[src/rtl/eeprom_spi_pkg.sv]
package eeprom_spi_pkg;
    localparam logic [7:0] CMD_WREN = 8'h06;
    localparam logic [7:0] CMD_RDSR = 8'h05;
    localparam logic [2:0] CMD_READ_LO  = 3'b011;
    localparam logic [2:0] CMD_WRITE_LO = 3'b010;

    typedef enum logic [2:0] {
        ST_IDLE, ST_OPC, ST_ADDR, ST_RDATA, ST_WDATA, ST_STAT, ST_SKIP
    } cmd_state_e;

    typedef enum logic [1:0] {
        PG_IDLE, PG_COMMIT, PG_WAIT
    } page_phase_e;
endpackage

[src/rtl/spi_in_sync.sv]
module spi_in_sync #(
    parameter int STAGES = 2
) (
    input  logic clk,
    input  logic rst_n,
    input  logic cs_n_i,
    input  logic sck_i,
    input  logic si_i,
    output logic cs_n_o,
    output logic cs_fall,
    output logic cs_rise,
    output logic sck_rise,
    output logic sck_fall,
    output logic si_o
);
    logic [STAGES-1:0] cs_pipe_q, sck_pipe_q, si_pipe_q;
    logic              cs_prev_q, sck_prev_q;

    always_ff @(posedge clk or negedge rst_n) begin
        if (!rst_n) begin
            cs_pipe_q  <= '1;
            sck_pipe_q <= '0;
            si_pipe_q  <= '0;
            cs_prev_q  <= 1'b1;
            sck_prev_q <= 1'b0;
        end else begin
            cs_pipe_q  <= {cs_pipe_q[STAGES-2:0], cs_n_i};
            sck_pipe_q <= {sck_pipe_q[STAGES-2:0], sck_i};
            si_pipe_q  <= {si_pipe_q[STAGES-2:0], si_i};
            cs_prev_q  <= cs_pipe_q[STAGES-1];
            sck_prev_q <= sck_pipe_q[STAGES-1];
        end
    end

    assign cs_n_o   = cs_pipe_q[STAGES-1];
    assign cs_fall  = cs_prev_q & ~cs_pipe_q[STAGES-1];
    assign cs_rise  = ~cs_prev_q & cs_pipe_q[STAGES-1];
    assign sck_rise = ~sck_prev_q & sck_pipe_q[STAGES-1];
    assign sck_fall = sck_prev_q & ~sck_pipe_q[STAGES-1];
    assign si_o     = si_pipe_q[STAGES-1];
endmodule

[src/rtl/eeprom_page_writer.sv]
module eeprom_page_writer
    import eeprom_spi_pkg::*;
#(
    parameter int ADDR_W     = 9,
    parameter int DATA_W     = 8,
    parameter int PAGE_BYTES = 8,
    parameter int WR_CYCLES  = 1000
) (
    input  logic              clk,
    input  logic              rst_n,
    input  logic              clear,
    input  logic              push,
    input  logic [ADDR_W-1:0] push_addr,
    input  logic [DATA_W-1:0] push_data,
    input  logic              start,
    input  logic              prot_en,
    input  logic [ADDR_W-1:0] prot_lo,
    input  logic [ADDR_W-1:0] prot_hi,
    output logic              busy,
    output logic              done,
    output logic              mem_wr_en,
    output logic [ADDR_W-1:0] mem_wr_addr,
    output logic [DATA_W-1:0] mem_wr_data
);
    localparam int PW = $clog2(PAGE_BYTES);
    localparam int CW = $clog2(WR_CYCLES + 1);

    typedef struct packed {
        page_phase_e                        phase;
        logic [PAGE_BYTES-1:0][DATA_W-1:0]  slots;
        logic [PAGE_BYTES-1:0]              vld;
        logic [ADDR_W-PW-1:0]               page;
        logic [PW-1:0]                      idx;
        logic [CW-1:0]                      cnt;
        logic                               wr_en;
        logic [ADDR_W-1:0]                  wr_addr;
        logic [DATA_W-1:0]                  wr_data;
        logic                               done;
    } pg_t;

    pg_t pg_d, pg_q;
    logic [ADDR_W-1:0] slot_addr;
    logic              slot_locked;

    assign slot_addr   = {pg_q.page, pg_q.idx};
    assign slot_locked = prot_en && (slot_addr >= prot_lo) && (slot_addr <= prot_hi);

    always_comb begin
        pg_d       = pg_q;
        pg_d.wr_en = 1'b0;
        pg_d.done  = 1'b0;
        unique case (pg_q.phase)
            PG_IDLE: begin
                if (clear) pg_d.vld = '0;
                if (push) begin
                    pg_d.slots[push_addr[PW-1:0]] = push_data;
                    pg_d.vld[push_addr[PW-1:0]]   = 1'b1;
                    pg_d.page = push_addr[ADDR_W-1:PW];
                end
                if (start && |pg_q.vld) begin
                    pg_d.phase = PG_COMMIT;
                    pg_d.idx   = '0;
                end
            end
            PG_COMMIT: begin
                if (pg_q.vld[pg_q.idx] && !slot_locked) begin
                    pg_d.wr_en   = 1'b1;
                    pg_d.wr_addr = slot_addr;
                    pg_d.wr_data = pg_q.slots[pg_q.idx];
                end
                if (pg_q.idx == PW'(PAGE_BYTES - 1)) begin
                    pg_d.phase = PG_WAIT;
                    pg_d.cnt   = '0;
                end else begin
                    pg_d.idx = pg_q.idx + 1'b1;
                end
            end
            PG_WAIT: begin
                if (pg_q.cnt == CW'(WR_CYCLES - 1)) begin
                    pg_d.phase = PG_IDLE;
                    pg_d.done  = 1'b1;
                    pg_d.vld   = '0;
                end else begin
                    pg_d.cnt = pg_q.cnt + 1'b1;
                end
            end
            default: pg_d.phase = PG_IDLE;
        endcase
    end

    always_ff @(posedge clk or negedge rst_n) begin
        if (!rst_n) begin
            pg_q       <= '0;
            pg_q.phase <= PG_IDLE;
        end else begin
            pg_q <= pg_d;
        end
    end

    assign busy        = (pg_q.phase != PG_IDLE);
    assign done        = pg_q.done;
    assign mem_wr_en   = pg_q.wr_en;
    assign mem_wr_addr = pg_q.wr_addr;
    assign mem_wr_data = pg_q.wr_data;
endmodule

[src/rtl/spi_eeprom_slave.sv]
module spi_eeprom_slave
    import eeprom_spi_pkg::*;
#(
    parameter int ADDR_W      = 9,
    parameter int PAGE_BYTES  = 8,
    parameter int WR_CYCLES   = 1000,
    parameter int SYNC_STAGES = 2
) (
    input  logic              clk,
    input  logic              rst_n,
    input  logic              spi_cs_n,
    input  logic              spi_sck,
    input  logic              spi_si,
    output logic              spi_so,
    output logic              spi_so_oe,
    input  logic              wp_n,
    input  logic              prot_en,
    input  logic [ADDR_W-1:0] prot_lo,
    input  logic [ADDR_W-1:0] prot_hi,
    output logic [ADDR_W-1:0] mem_rd_addr,
    input  logic [7:0]        mem_rd_data,
    output logic              mem_wr_en,
    output logic [ADDR_W-1:0] mem_wr_addr,
    output logic [7:0]        mem_wr_data
);
    localparam int PW = $clog2(PAGE_BYTES);

    typedef struct packed {
        cmd_state_e        state;
        logic [2:0]        bcnt;
        logic [7:0]        sh;
        logic [7:0]        tx;
        logic [ADDR_W-1:0] addr;
        logic              is_wr;
        logic              got_byte;
        logic              wel;
        logic              so;
    } cmd_t;

    cmd_t cmd_d, cmd_q;

    logic cs_n_s, cs_fall, cs_rise, sck_rise, sck_fall, si_s;
    logic wr_busy, wr_done;
    logic wb_clear, wb_push, wb_start;
    logic [7:0] rx_byte, load_byte, status_byte;
    logic wel_flag;

    spi_in_sync #(.STAGES(SYNC_STAGES)) u_sync (
        .clk(clk), .rst_n(rst_n),
        .cs_n_i(spi_cs_n), .sck_i(spi_sck), .si_i(spi_si),
        .cs_n_o(cs_n_s), .cs_fall(cs_fall), .cs_rise(cs_rise),
        .sck_rise(sck_rise), .sck_fall(sck_fall), .si_o(si_s)
    );

    eeprom_page_writer #(
        .ADDR_W(ADDR_W), .DATA_W(8), .PAGE_BYTES(PAGE_BYTES), .WR_CYCLES(WR_CYCLES)
    ) u_page (
        .clk(clk), .rst_n(rst_n),
        .clear(wb_clear), .push(wb_push), .push_addr(cmd_q.addr), .push_data(rx_byte),
        .start(wb_start), .prot_en(prot_en), .prot_lo(prot_lo), .prot_hi(prot_hi),
        .busy(wr_busy), .done(wr_done),
        .mem_wr_en(mem_wr_en), .mem_wr_addr(mem_wr_addr), .mem_wr_data(mem_wr_data)
    );

    assign rx_byte     = {cmd_q.sh[6:0], si_s};
    assign status_byte = {6'b0, cmd_q.wel, wr_busy};
    assign load_byte   = (cmd_q.state == ST_RDATA) ? mem_rd_data : status_byte;

    always_comb begin
        cmd_d    = cmd_q;
        wb_clear = 1'b0;
        wb_push  = 1'b0;
        wb_start = 1'b0;
        if (wr_done) cmd_d.wel = 1'b0;
        if (cs_rise) begin
            if (cmd_q.state == ST_WDATA && cmd_q.bcnt == 3'd0 && cmd_q.got_byte
                && cmd_q.wel && wp_n)
                wb_start = 1'b1;
            cmd_d.state = ST_IDLE;
            cmd_d.so    = 1'b0;
        end else if (cs_fall) begin
            cmd_d.state    = ST_OPC;
            cmd_d.bcnt     = 3'd0;
            cmd_d.got_byte = 1'b0;
            cmd_d.so       = 1'b0;
        end else if (!cs_n_s) begin
            if (sck_rise) begin
                cmd_d.sh   = rx_byte;
                cmd_d.bcnt = cmd_q.bcnt + 3'd1;
                if (cmd_q.bcnt == 3'd7) begin
                    unique case (cmd_q.state)
                        ST_OPC: begin
                            if (wr_busy) begin
                                cmd_d.state = (rx_byte == CMD_RDSR) ? ST_STAT : ST_SKIP;
                            end else if (rx_byte == CMD_RDSR) begin
                                cmd_d.state = ST_STAT;
                            end else if (rx_byte == CMD_WREN) begin
                                cmd_d.wel   = 1'b1;
                                cmd_d.state = ST_SKIP;
                            end else if (rx_byte[7:4] == 4'b0 &&
                                         (rx_byte[2:0] == CMD_READ_LO ||
                                          rx_byte[2:0] == CMD_WRITE_LO)) begin
                                cmd_d.is_wr          = (rx_byte[2:0] == CMD_WRITE_LO);
                                cmd_d.addr[ADDR_W-1] = rx_byte[3];
                                cmd_d.state          = ST_ADDR;
                                wb_clear             = (rx_byte[2:0] == CMD_WRITE_LO);
                            end else begin
                                cmd_d.state = ST_SKIP;
                            end
                        end
                        ST_ADDR: begin
                            cmd_d.addr[7:0] = rx_byte;
                            cmd_d.state     = cmd_q.is_wr ? ST_WDATA : ST_RDATA;
                        end
                        ST_WDATA: begin
                            wb_push        = 1'b1;
                            cmd_d.got_byte = 1'b1;
                            cmd_d.addr     = {cmd_q.addr[ADDR_W-1:PW],
                                              cmd_q.addr[PW-1:0] + 1'b1};
                        end
                        default: ;
                    endcase
                end
            end
            if (sck_fall && (cmd_q.state == ST_RDATA || cmd_q.state == ST_STAT)) begin
                if (cmd_q.bcnt == 3'd0) begin
                    cmd_d.so = load_byte[7];
                    cmd_d.tx = {load_byte[6:0], 1'b0};
                    if (cmd_q.state == ST_RDATA) cmd_d.addr = cmd_q.addr + 1'b1;
                end else begin
                    cmd_d.so = cmd_q.tx[7];
                    cmd_d.tx = {cmd_q.tx[6:0], 1'b0};
                end
            end
        end
    end

    always_ff @(posedge clk or negedge rst_n) begin
        if (!rst_n) begin
            cmd_q       <= '0;
            cmd_q.state <= ST_IDLE;
        end else begin
            cmd_q <= cmd_d;
        end
    end

    assign wel_flag    = cmd_q.wel;
    assign spi_so      = cmd_q.so;
    assign spi_so_oe   = (cmd_q.state != ST_IDLE);
    assign mem_rd_addr = cmd_q.addr;
endmodule

[config.mk]
export PLATFORM = sky130hd
export DESIGN_NAME = spi_eeprom_slave
export DESIGN_NICKNAME = d
export VERILOG_FILES = /design/src/rtl/eeprom_spi_pkg.sv /design/src/rtl/spi_in_sync.sv /design/src/rtl/eeprom_page_writer.sv /design/src/rtl/spi_eeprom_slave.sv
export SDC_FILE = /design/constraint.sdc
export NUM_CORES = 1
export LEC_CHECK = 0
export ABC_AREA = 1
export CAP_MARGIN = 20
export CORE_MARGIN = 3
export CORE_UTILIZATION = 45
export CTS_BUF_LIST = sky130_fd_sc_hd__clkbuf_16
export DETAILED_ROUTE_END_ITERATION = 7
export PLACE_DENSITY = 0.69
export SETUP_SLACK_MARGIN = 0.3
export SLEW_MARGIN = 10
export SYNTH_ARGS = -nofsm -noshare
export SYNTH_HDL_FRONTEND = slang
export SYNTH_SLANG_ARGS = --single-unit
export TNS_END_PERCENT = 1
[constraint.sdc]
create_clock -name clk -period 3 [get_ports clk]
set_input_delay 0.6 -clock clk [delete_from_list [all_inputs] [get_ports clk]]
set_output_delay 0.6 -clock clk [all_outputs]
set_load 0.05 [all_outputs]
# Word-level counts from Yosys, hierarchy flattened
# Index checks and enable logic that the tools add are counted.
# Widths: inputs -> output; s select.
# word_totals
regBits	155
inputBits	33
word_cells	209
# classes
add_sub_neg	5
magnitude_cmp	5
eq_ne	21
mux	89
bitwise	14
n_reduce_logical	44
# op_table
cell	count
$bwmux 64	1
$mux 8	7
$mux 1	45
$mux 18	2
$mux 35	1
$pmux 8 s2	2
$mux 14	2
$mux 3	9
$bmux 8 s3	1
$demux 8 s3	1
$mux 12	2
$mux 10	2
$pmux 10 s2	1
$mux 9	2
$mux 17	1
$eq 8x3->1 const B	2
$reduce_and 3->1	5
$reduce_bool 2->1	7
$eq 3x2->1 const B	4
$eq 3x3->1 const B	4
$pmux 3 s2	2
$reduce_and 4->1	3
$reduce_bool 3->1	4
$logic_and 1x1->1	11
32 further kinds	57

# Logic depth before layout (Yosys ltp)
# Gate-level depths: netlist of run 1.
# depth
depth_word	18
ltp_mapped	14
ltp_nobuf	13

# Modules after synthesis
# From an unflattened synthesis of run 1, not the netlist that was laid out.
# unflattened
hier_cells	990
hier_area_um2	8034.0
# by_module_without_submodules
mod	n_inst	cells_per_inst	area_per_inst_um2	seq_area_each_um2
eeprom_page_writer	1	676	5610.4	2802.7
spi_eeprom_slave	1	298	2189.6	825.8
spi_in_sync	1	16	234.0	203.9

# Worst setup path after synthesis of run 1
# No wires, ideal clock.
# synth_timing
path_kind	register to register
start	register u_page.pg_q[29] in the netlist's numbering
end	register u_page.pg_q (netlist bit u_page.mem_wr_addr[6])
arrival_ps	1906
t_required_ps	2884
setup_slack_ps	977
path_stages_with_launch	14
synth_period_minus_slack_ps	2023
cell_sequence	dfrtp_1 > inv_2 > buf_4 > clkbuf_1 > ha_1 > nand2_1 > nor2_1 > nand3_1 > nand4_1 > nand3_2 > nand2_4 > buf_6 > nand2_1 > nand2_1
# synth_via
elab_chain_cells	6
word_cells_on_any_way	9
# synth_rtl
element	line	rtl
start, declared	eeprom_page_writer.sv:41	pg_t pg_d, pg_q;
start signal, assigned	eeprom_page_writer.sv:96	pg_q <= pg_d;
$ge 9x9->1	eeprom_page_writer.sv:46	assign slot_locked = prot_en && (slot_addr >= prot_lo) && (slot_addr <= prot_hi);
$logic_and 1x1->1 (2 in a row)	eeprom_page_writer.sv:46	
$logic_not 1->1	eeprom_page_writer.sv:66	if (pg_q.vld[pg_q.idx] && !slot_locked) begin
$logic_and 1x1->1 (*)	eeprom_page_writer.sv:66	
$reduce_and 2->1 (no source line) (*)	-	
# Every way passes the cells marked *; elsewhere a longest branch is shown, timed or not. The select of a mux whose other input is x is not followed.
# A chain may end at the register's enable or synchronous reset.

# Worst setup path after layout of run 1
# layout_timing
start	register cmd_q (netlist bit mem_rd_addr[1])
end	output mem_rd_addr[1]
# layout_lines
element	line	rtl
start, declared	spi_eeprom_slave.sv:40	cmd_t cmd_d, cmd_q;
start signal, assigned	spi_eeprom_slave.sv:143	cmd_q <= cmd_d;
end, declared	spi_eeprom_slave.sv:20	output logic [ADDR_W-1:0] mem_rd_addr,
# No word-level cell between the ends.

==> key figures, run 1 <==
Outcome
  • Status: completed

Worst setup path
  • Crit path largest cell delay: 0.93 ns
  • WP data arrival: 2.00 ns
  • Crit-path max FO: 10
  • CP cell instances: clkdlybuf4s50_1
  • Crit start category: register
  • Critical Path RT: 2.40 ns
  • Setup Crit Path Kind: register to output port
  • Worst-path cell with the longest stage delay: clkdlybuf4s50_1
  • Critical path's top delay family: buffers and inverters
  • Worst Path Buf+Inv: 1
  • Crit end category: output port

Synthesis
  • Most common flop cell mapped by yosys: dfrtp_1
  • Synth async-reset ratio: 100%
  • Synth Area per Inst: 8.37 sq um
  • Synth Instances: 992
  • Synth Area in Compound Gates: 14.5%
  • Area share of the leading cell type in the synthesized netlist: 45.2%
  • Simple-Gate Fraction of Synth Area: 24.7%
  • Count of cell types in the netlist: 46
  • Synth cell count leaders: 249 x nand2_1, 150 x dfrtp_1, 89 x inv_1
  • EDFF count, synth: 0
  • Syn Nets: 1054
  • Yosys reg bits: 153
  • Post-synthesis mux area share: 0%
  • Area leader, netlist: dfrtp_1
  • Largest cells by area after synthesis: dfrtp_1 45%, nand2_1 11%, o21ai_0 4.8%
  • Cell with the most instances after synthesis: nand2_1
  • Yosys warnings: 0
  • Xor/xnor cell area share of the yosys netlist: 0.528%
  • Synth Area in Adders: 4.37%
  • Largest family of logic cells by synthesized area: simple AND/OR/NAND/NOR gates
  • Synthesized cell area: 8300 sq um
  • Sequential area share after synthesis: 46.2%

GRT
  • First-pass GRT wire length: 32.1 mm
  • Largest net degree at the start of global routing: 66
  • Vias in the first global route: 6490
  • GRT overflow: 0
  • Initial antenna violation count: 0
  • GRT Total Usage: 19.7%

Drt
  • Antenna viol nets, final: 0
  • Final WL: 18.8 mm
  • Drc violations: 0
  • First drt pass iteration count: 5
  • Vias: 6597
  • WL per Instance: 14.9 microns
  • Via density: 5.22
  • 1st-iter DRT viols: 464

Placed design
  • Port Buffer Count: 61
  • Dpl cell area: 8860 sq um
  • GPL Wtd Cong: 0.869
  • Detailed Place HPWL: 13.1 mm
  • Worst slack, placed: 0.348 ns

Cells and area
  • Share of layout cells above drive strength 1: 9.94%
  • Area growth syn-to-layout: 13.4%
  • Inserted Diodes: 0
  • Final nets: 1085
  • Fill cells: 1662
  • Post-route cell area: 9410 sq um

Run
  • Max cap viols: 0

STA
  • Skew final: 0.00943 ns
  • Final hold violations: 0
  • Worst slew margin: 61.1%
  • Fin. max-slew vios: 0
  • Setup tns final: 0 ns
  • Final worst setup slack: 0.396 ns
  • Final setup viols: 0
  • Worst Tran Pin Value: 0.584 ns
  • Tcrit/Tclk final: 86.8%
  • RSZ-0062 raised after global routing: false
  • Fin Hold WS: 0.169 ns
  • Max Freq: 384 MHz
  • Crit path time final: 2.60 ns

Clocking
  • CTS root buf: clkbuf_16
  • Post-CTS setup buffer count: 0
  • Maximum clock insertion buffer count: 2
  • Worst-Skew Late Latency: 0.42 ns
  • CTS clk-pin slew, worst paths: 0.06 ns
  • CTS tree: yes
  • Clock Sinks: 153
  • H-tree Lvls: 4
  • CTS Buf Count: 17
  • # hold bufs at CTS: 0
  • Cts repair resizes: 0

Power and ir drop
  • Int Power: 3470 uW
  • Sw Share: 26.0%
  • Switching power: 1220 uW
  • Maximum VDD drop: 0.400 mV
  • Logic pwr share: 10.3%
  • Pwr dens: 498 nW/um^2
  • Pleak: 0.00453 uW
  • Tot Pwr: 4680 uW
  • Clock power frac: 42.8%
  • Part of the power in registers: 46.9%

Floorplan
  • Io pins: 62
  • Die height: 142 microns
  • Core area: 18000 sq um
  • Die Area: 20100 sq um
  • Die width: 142 microns
  • Rows: 49
  • Initial core utilization: 46.1%

Min path
  • Hold crit path type: input pin to async pin
-- power by group through the flow --
| stage | Sequential [uW] | Combinational [uW] | Clock, uW |
|---|---|---|---|
| after detailed placement | 2230 | 487 | 0 |
| after floorplan | 2210 | 325 | 0 |
| after CTS | 2200 | 491 | 2050 |
| after global placement | 2230 | 480 | 0 |
| final | 2200 | 483 | 2000 |
| after global routing | 2210 | 537 | 2150 |
-- worst reg2reg max path: stages, from the launching register on --
cell and delay, ns:
dfstp_2 0.59, inv_1 0.13, ha_1 0.25, inv_1 0.14
nand3_4 0.14, nor2_8 0.16, nand2_8 0.10, nor2_8 0.12
nand4_4 0.30, nand2_1 0.20, o21ai_2 0.06
-- cell type report --
class	instances	area, sq um	area share [%]
flip-flops and latches	153	3830	40.7
multi-input cells	678	3660	38.9
repair buffers	72	707	7.51
clock buffers	17	425	4.52
inverters	101	379	4.03
well taps	229	287	3.05
clock inverters	15	120	1.28
-- path summary, 6_finish.rpt --
path	start	to	slack, ns	depth (start not counted)
setup / recovery	mem_rd_addr[1]	mem_rd_addr[1]	0.40	1
hold / removal	rst_n	u_page.mem_wr_data[3]	0.17	1
setup reg to reg	u_sync.cs_pipe_q[1]	u_page.pg_q[102]	0.69	10
hold reg to reg	u_sync.sck_pipe_q[0]	u_sync.sck_pipe_q[1]	0.36	0
max in group asynchronous	rst_n	u_sync.cs_pipe_q[1]	2.04	2
min in group clk	u_sync.sck_pipe_q[0]	u_sync.sck_pipe_q[1]	0.36	0
-- layout by cell type, fill, tap and decap left out, types with 4 or more instances in the layout --
cell type / n
nand2_1: 249
dfrtp_1: 150
inv_1: 94
o21ai_0: 80
nor2_1: 67
clkdlybuf4s50_1: 60
o21ai_1: 59
nand3_1: 56
ha_1: 29
o22ai_1: 21
a21oi_1: 18
o21ai_2: 18
clkbuf_16: 17
inv_2: 11
nand4_1: 11
nor3_1: 10
buf_4: 10
nand3_4: 5
nand2_2: 5
clkinv_1: 5
nand2_4: 4
nor2_8: 4
o211ai_1: 4
xor2_1: 4
-- metal layers --
metal	vias to the layer above	GRT usage (%)	routed length (microns)
met5	-	0	0
met2	144	31.8	8880
met4	0	5.81	239
li1	3318	-	-
met3	25	3.88	859
met1	3110	27.0	8830
-- sequential cells by signal, indices dropped and copies added, names as in the netlist, 2 cells and up --
signal and cells:
u_page.pg_q 93, cmd_q 22, mem_rd_addr 9, u_page.mem_wr_addr 9, u_page.mem_wr_data 8, u_sync.cs_pipe_q 2, u_sync.sck_pipe_q 2, u_sync.si_pipe_q 2
-- logic make-up (layout without fill, tap and decap cells) --
family	after synthesis	in the layout
buffers and inverters	161	205
adder cells (fa/ha/maj)	29	29
AND/OR/NAND/NOR	432	432
AO/OA/AOI/OAI	212	212
flip-flops	153	153
XOR/XNOR	5	5
-- per-stage QoR --
stage,util [%],cells
after CTS,52.2,1265
after global routing,52.2,1265
final,52.2,1265
after floorplan,-,992
after detailed placement,49.2,1233
after global placement,49.2,1233
(Power assumes the default switching activity.)
==> inputs of run 2 (changes only) <==
- ABC_AREA: 1 -> default
- CORE_MARGIN: 3 -> 4
==> key figures, run 2 <==
Floorplan
  • Die height: 141 microns (-0.91%)
  • Io pins: 62 (unchanged)
  • Die width: 141 microns (-0.91%)
  • Core area: 17200 sq um (-4.4%)
  • Initial core utilization: 45.9% (-0.20 points)
  • Rows: 48 (-2.0%)
  • Die Area: 19700 sq um (-1.8%)

Synthesis
  • Area share of the leading cell type in the synthesized netlist: 47.5% (+2.3 points)
  • Synth async-reset ratio: 100% (unchanged)
  • Sequential area share after synthesis: 48.5% (+2.3 points)
  • Yosys warnings: 0 (unchanged)
  • Simple-Gate Fraction of Synth Area: 12.5% (-12 points)
  • EDFF count, synth: 0 (unchanged)
  • Synthesized cell area: 7900 sq um (-4.8%)
  • Synth Area per Inst: 11.5 sq um (+37%)
  • Area leader, netlist: dfrtp_1
  • Largest cells by area after synthesis: dfrtp_1 47%, mux2_2 13%, mux4_2 5.1%
  • Most common flop cell mapped by yosys: dfrtp_1
  • Count of cell types in the netlist: 64 (+39%)
  • Synth cell count leaders: 150 x dfrtp_1, 92 x mux2_2, 68 x nand2_1
  • Synth Instances: 690 (-30%)
  • Syn Nets: 752 (-29%)
  • Synth Area in Compound Gates: 8.93% (-5.6 points)
  • Largest family of logic cells by synthesized area: multiplexers
  • Post-synthesis mux area share: 18.4% (+18 points)
  • Cell with the most instances after synthesis: dfrtp_1
  • Synth Area in Adders: 4.59% (+0.22 points)
  • Xor/xnor cell area share of the yosys netlist: 0.997% (+0.47 points)
  • Yosys reg bits: 153 (unchanged)

Drt
  • Antenna viol nets, final: 0 (unchanged)
  • Via density: 5.64 (+8.1%)
  • Drc violations: 0 (unchanged)
  • Final WL: 17.5 mm (-7.1%)
  • 1st-iter DRT viols: 432 (-6.9%)
  • WL per Instance: 17.9 microns (+20%)
  • Vias: 5497 (-17%)
  • First drt pass iteration count: 5 (unchanged)

Power and ir drop
  • Maximum VDD drop: 0.427 mV (+6.8%)
  • Sw Share: 23.2% (-2.8 points)
  • Clock power frac: 47.5% (+4.7 points)
  • Pwr dens: 518 nW/um^2 (+4.1%)
  • Part of the power in registers: 46.1% (-0.8 points)
  • Switching power: 1120 uW (-7.9%)
  • Tot Pwr: 4830 uW (+3.0%)
  • Int Power: 3710 uW (+6.9%)
  • Pleak: 0.00445 uW (-1.8%)
  • Logic pwr share: 6.4% (-3.9 points)

Worst setup path
  • Crit path largest cell delay: 0.93 ns (about the same)
  • WP data arrival: 2.14 ns (+0.14 ns)
  • Reg-to-reg startpoint: u_sync.cs_pipe_q[1]
  • Worst-path cell with the longest stage delay: clkdlybuf4s50_1
  • Setup Crit Path Kind: register to output port
  • CP cell instances: clkdlybuf4s50_1
  • Crit start category: register
  • Crit end category: output port
  • Worst Path Buf+Inv: 1 (unchanged)
  • R2R Setup Slk: 0.33 ns (-0.36 ns)
  • Critical Path RT: 2.40 ns (about the same)
  • Crit. Startpoint: mem_rd_addr[0]
  • Crit-path max FO: 12 (+2)
  • Critical path's top delay family: buffers and inverters

STA
  • Final hold violations: 0 (unchanged)
  • Tcrit/Tclk final: 91.5% (+4.7 points)
  • Max Freq: 364 MHz (-5.1%)
  • Crit path time final: 2.74 ns (+0.140 ns)
  • Worst Tran Pin Value: 0.796 ns (+0.212 ns)
  • RSZ-0062 raised after global routing: true
  • Final setup viols: 0 (unchanged)
  • Worst slew margin: 46.2% (-15 points)
  • Setup tns final: 0 ns (unchanged)
  • Fin. max-slew vios: 0 (unchanged)
  • Skew final: 0.0103 ns (+0.000832 ns)

Cells and area
  • Share of layout cells above drive strength 1: 24.1% (+14 points)
  • Number of flip-flops in the largest register: 93 (unchanged)
  • Largest Register: u_page.pg_q
  • Final nets: 799 (-26%)
  • Fill cells: 1417 (-15%)
  • Post-route cell area: 9310 sq um (-1.0%)
  • Biggest regs: u_page.pg_q (93), cmd_q (22)
  • Most frequent cells in the layout: 150 x dfrtp_1, 92 x mux2_2, 68 x nand2_1, 60 x clkdlybuf4s50_1, 42 x inv_1
  • Area growth syn-to-layout: 17.8%
  • Inserted Diodes: 0 (unchanged)
  • Commonest non-fill, non-tap cell in the layout: dfrtp_1

GRT
  • Vias in the first global route: 5558 (-14%)
  • First-pass GRT wire length: 29.1 mm (-9.1%)
  • GRT Total Usage: 18.5% (-1.2 points)
  • Initial antenna violation count: 0 (unchanged)
  • GRT overflow: 0 (unchanged)
  • Largest net degree at the start of global routing: 65 (-1.5%)

Clocking
  • # hold bufs at CTS: 0 (unchanged)
  • CTS tree: yes
  • CTS clk-pin slew, worst paths: 0.06 ns (about the same)
  • H-tree Lvls: 4 (unchanged)
  • CTS Buf Count: 17 (unchanged)
  • Worst-Skew Late Latency: 0.43 ns (about the same)
  • Maximum clock insertion buffer count: 2 (unchanged)
  • Clock Sinks: 153 (unchanged)
  • CTS root buf: clkbuf_16

Min path
  • Hold crit path type: input pin to async pin

Placed design
  • Port Buffer Count: 61 (unchanged)
  • Dpl cell area: 8640 sq um (-2.5%)
  • GPL Wtd Cong: 0.882 (+1.6%)
  • Detailed Place HPWL: 12.4 mm (-5.3%)

Run
  • Max cap viols: 0 (unchanged)

Outcome
  • Status: completed
## run 2: kinds of logic after synthesis
group,count (synthesis)
multiplexers,111
XOR/XNOR,9
buffers and inverters,97
AND/OR/NAND/NOR,181
adder cells (fa/ha/maj),29
flip-flops,153
AO/OA/AOI/OAI,110
## run 2: final timing paths
path,end,depth (start not counted)
min in group clk,u_sync.sck_pipe_q[1],0
max in group asynchronous,cmd_q[30],2
setup reg to reg,u_page.pg_q[103],6
hold / removal,u_page.pg_q[92],1
hold reg to reg,u_sync.sck_pipe_q[1],0
setup / recovery,mem_rd_addr[0],1
## run 2: stage by stage
stage	utilization [%]	setup WS [ns]	cells	hold WS, ns
2_1_floorplan	-	0.397	690	0.304
4_1_cts	53.8	0.201	973	0.181
6_report	54.0	0.256	975	0.159
3_3_place_gp	50.1	0.163	941	0.335
5_1_grt	54.0	0.199	975	0.205
3_5_place_dp	50.1	0.0915	941	0.343
## run 2: final cells by class
type,instances,area (sq um),area share (%)
inverter,40,150,1.61
sequential,153,3830,41.2
tap,225,282,3.02
clock buffer,17,425,4.57
multi-input combinational,440,3600,38.6
timing repair buffer,85,817,8.77
clock inverter,15,208,2.23
## run 2: worst register-to-register path: cells and delay by family, from the launching register on
family	cells	cell delay, ns
flops	1	0.62
buf+inv	1	0.11
mux	1	0.43
simple gates	3	1.10
fa+ha+maj	1	0.31
## run 2: repair_timing
action	4_1_cts	5_1_grt
resized for setup	0	2
endpoints found under the setup margin	26	66
buffers inserted	0	2
pin swaps	0	1
## run 2: power groups by stage
stage	clock, uW	combinational (uW)	sequential (uW)
after floorplan	0	219	2180
after global placement	0	295	2250
after detailed placement	0	306	2260
after CTS	2340	310	2220
after global routing	2430	342	2230
final	2290	307	2220
## run 2: metal layers
layer | global-route usage (%) | wire (microns) | vias up
met1 | 24.9 | 7630 | 2755
met3 | 3.76 | 874 | 33
met4 | 6.22 | 416 | 0
li1 | - | - | 2550
met2 | 29.9 | 8540 | 159
met5 | 0 | 0 | -
==> inputs of run 3 (changes only) <==
- CTS_CLUSTER_DIAMETER: default -> 80
==> results of run 3 <==
Final layout, timing and power as in run 2 (identical DEF).
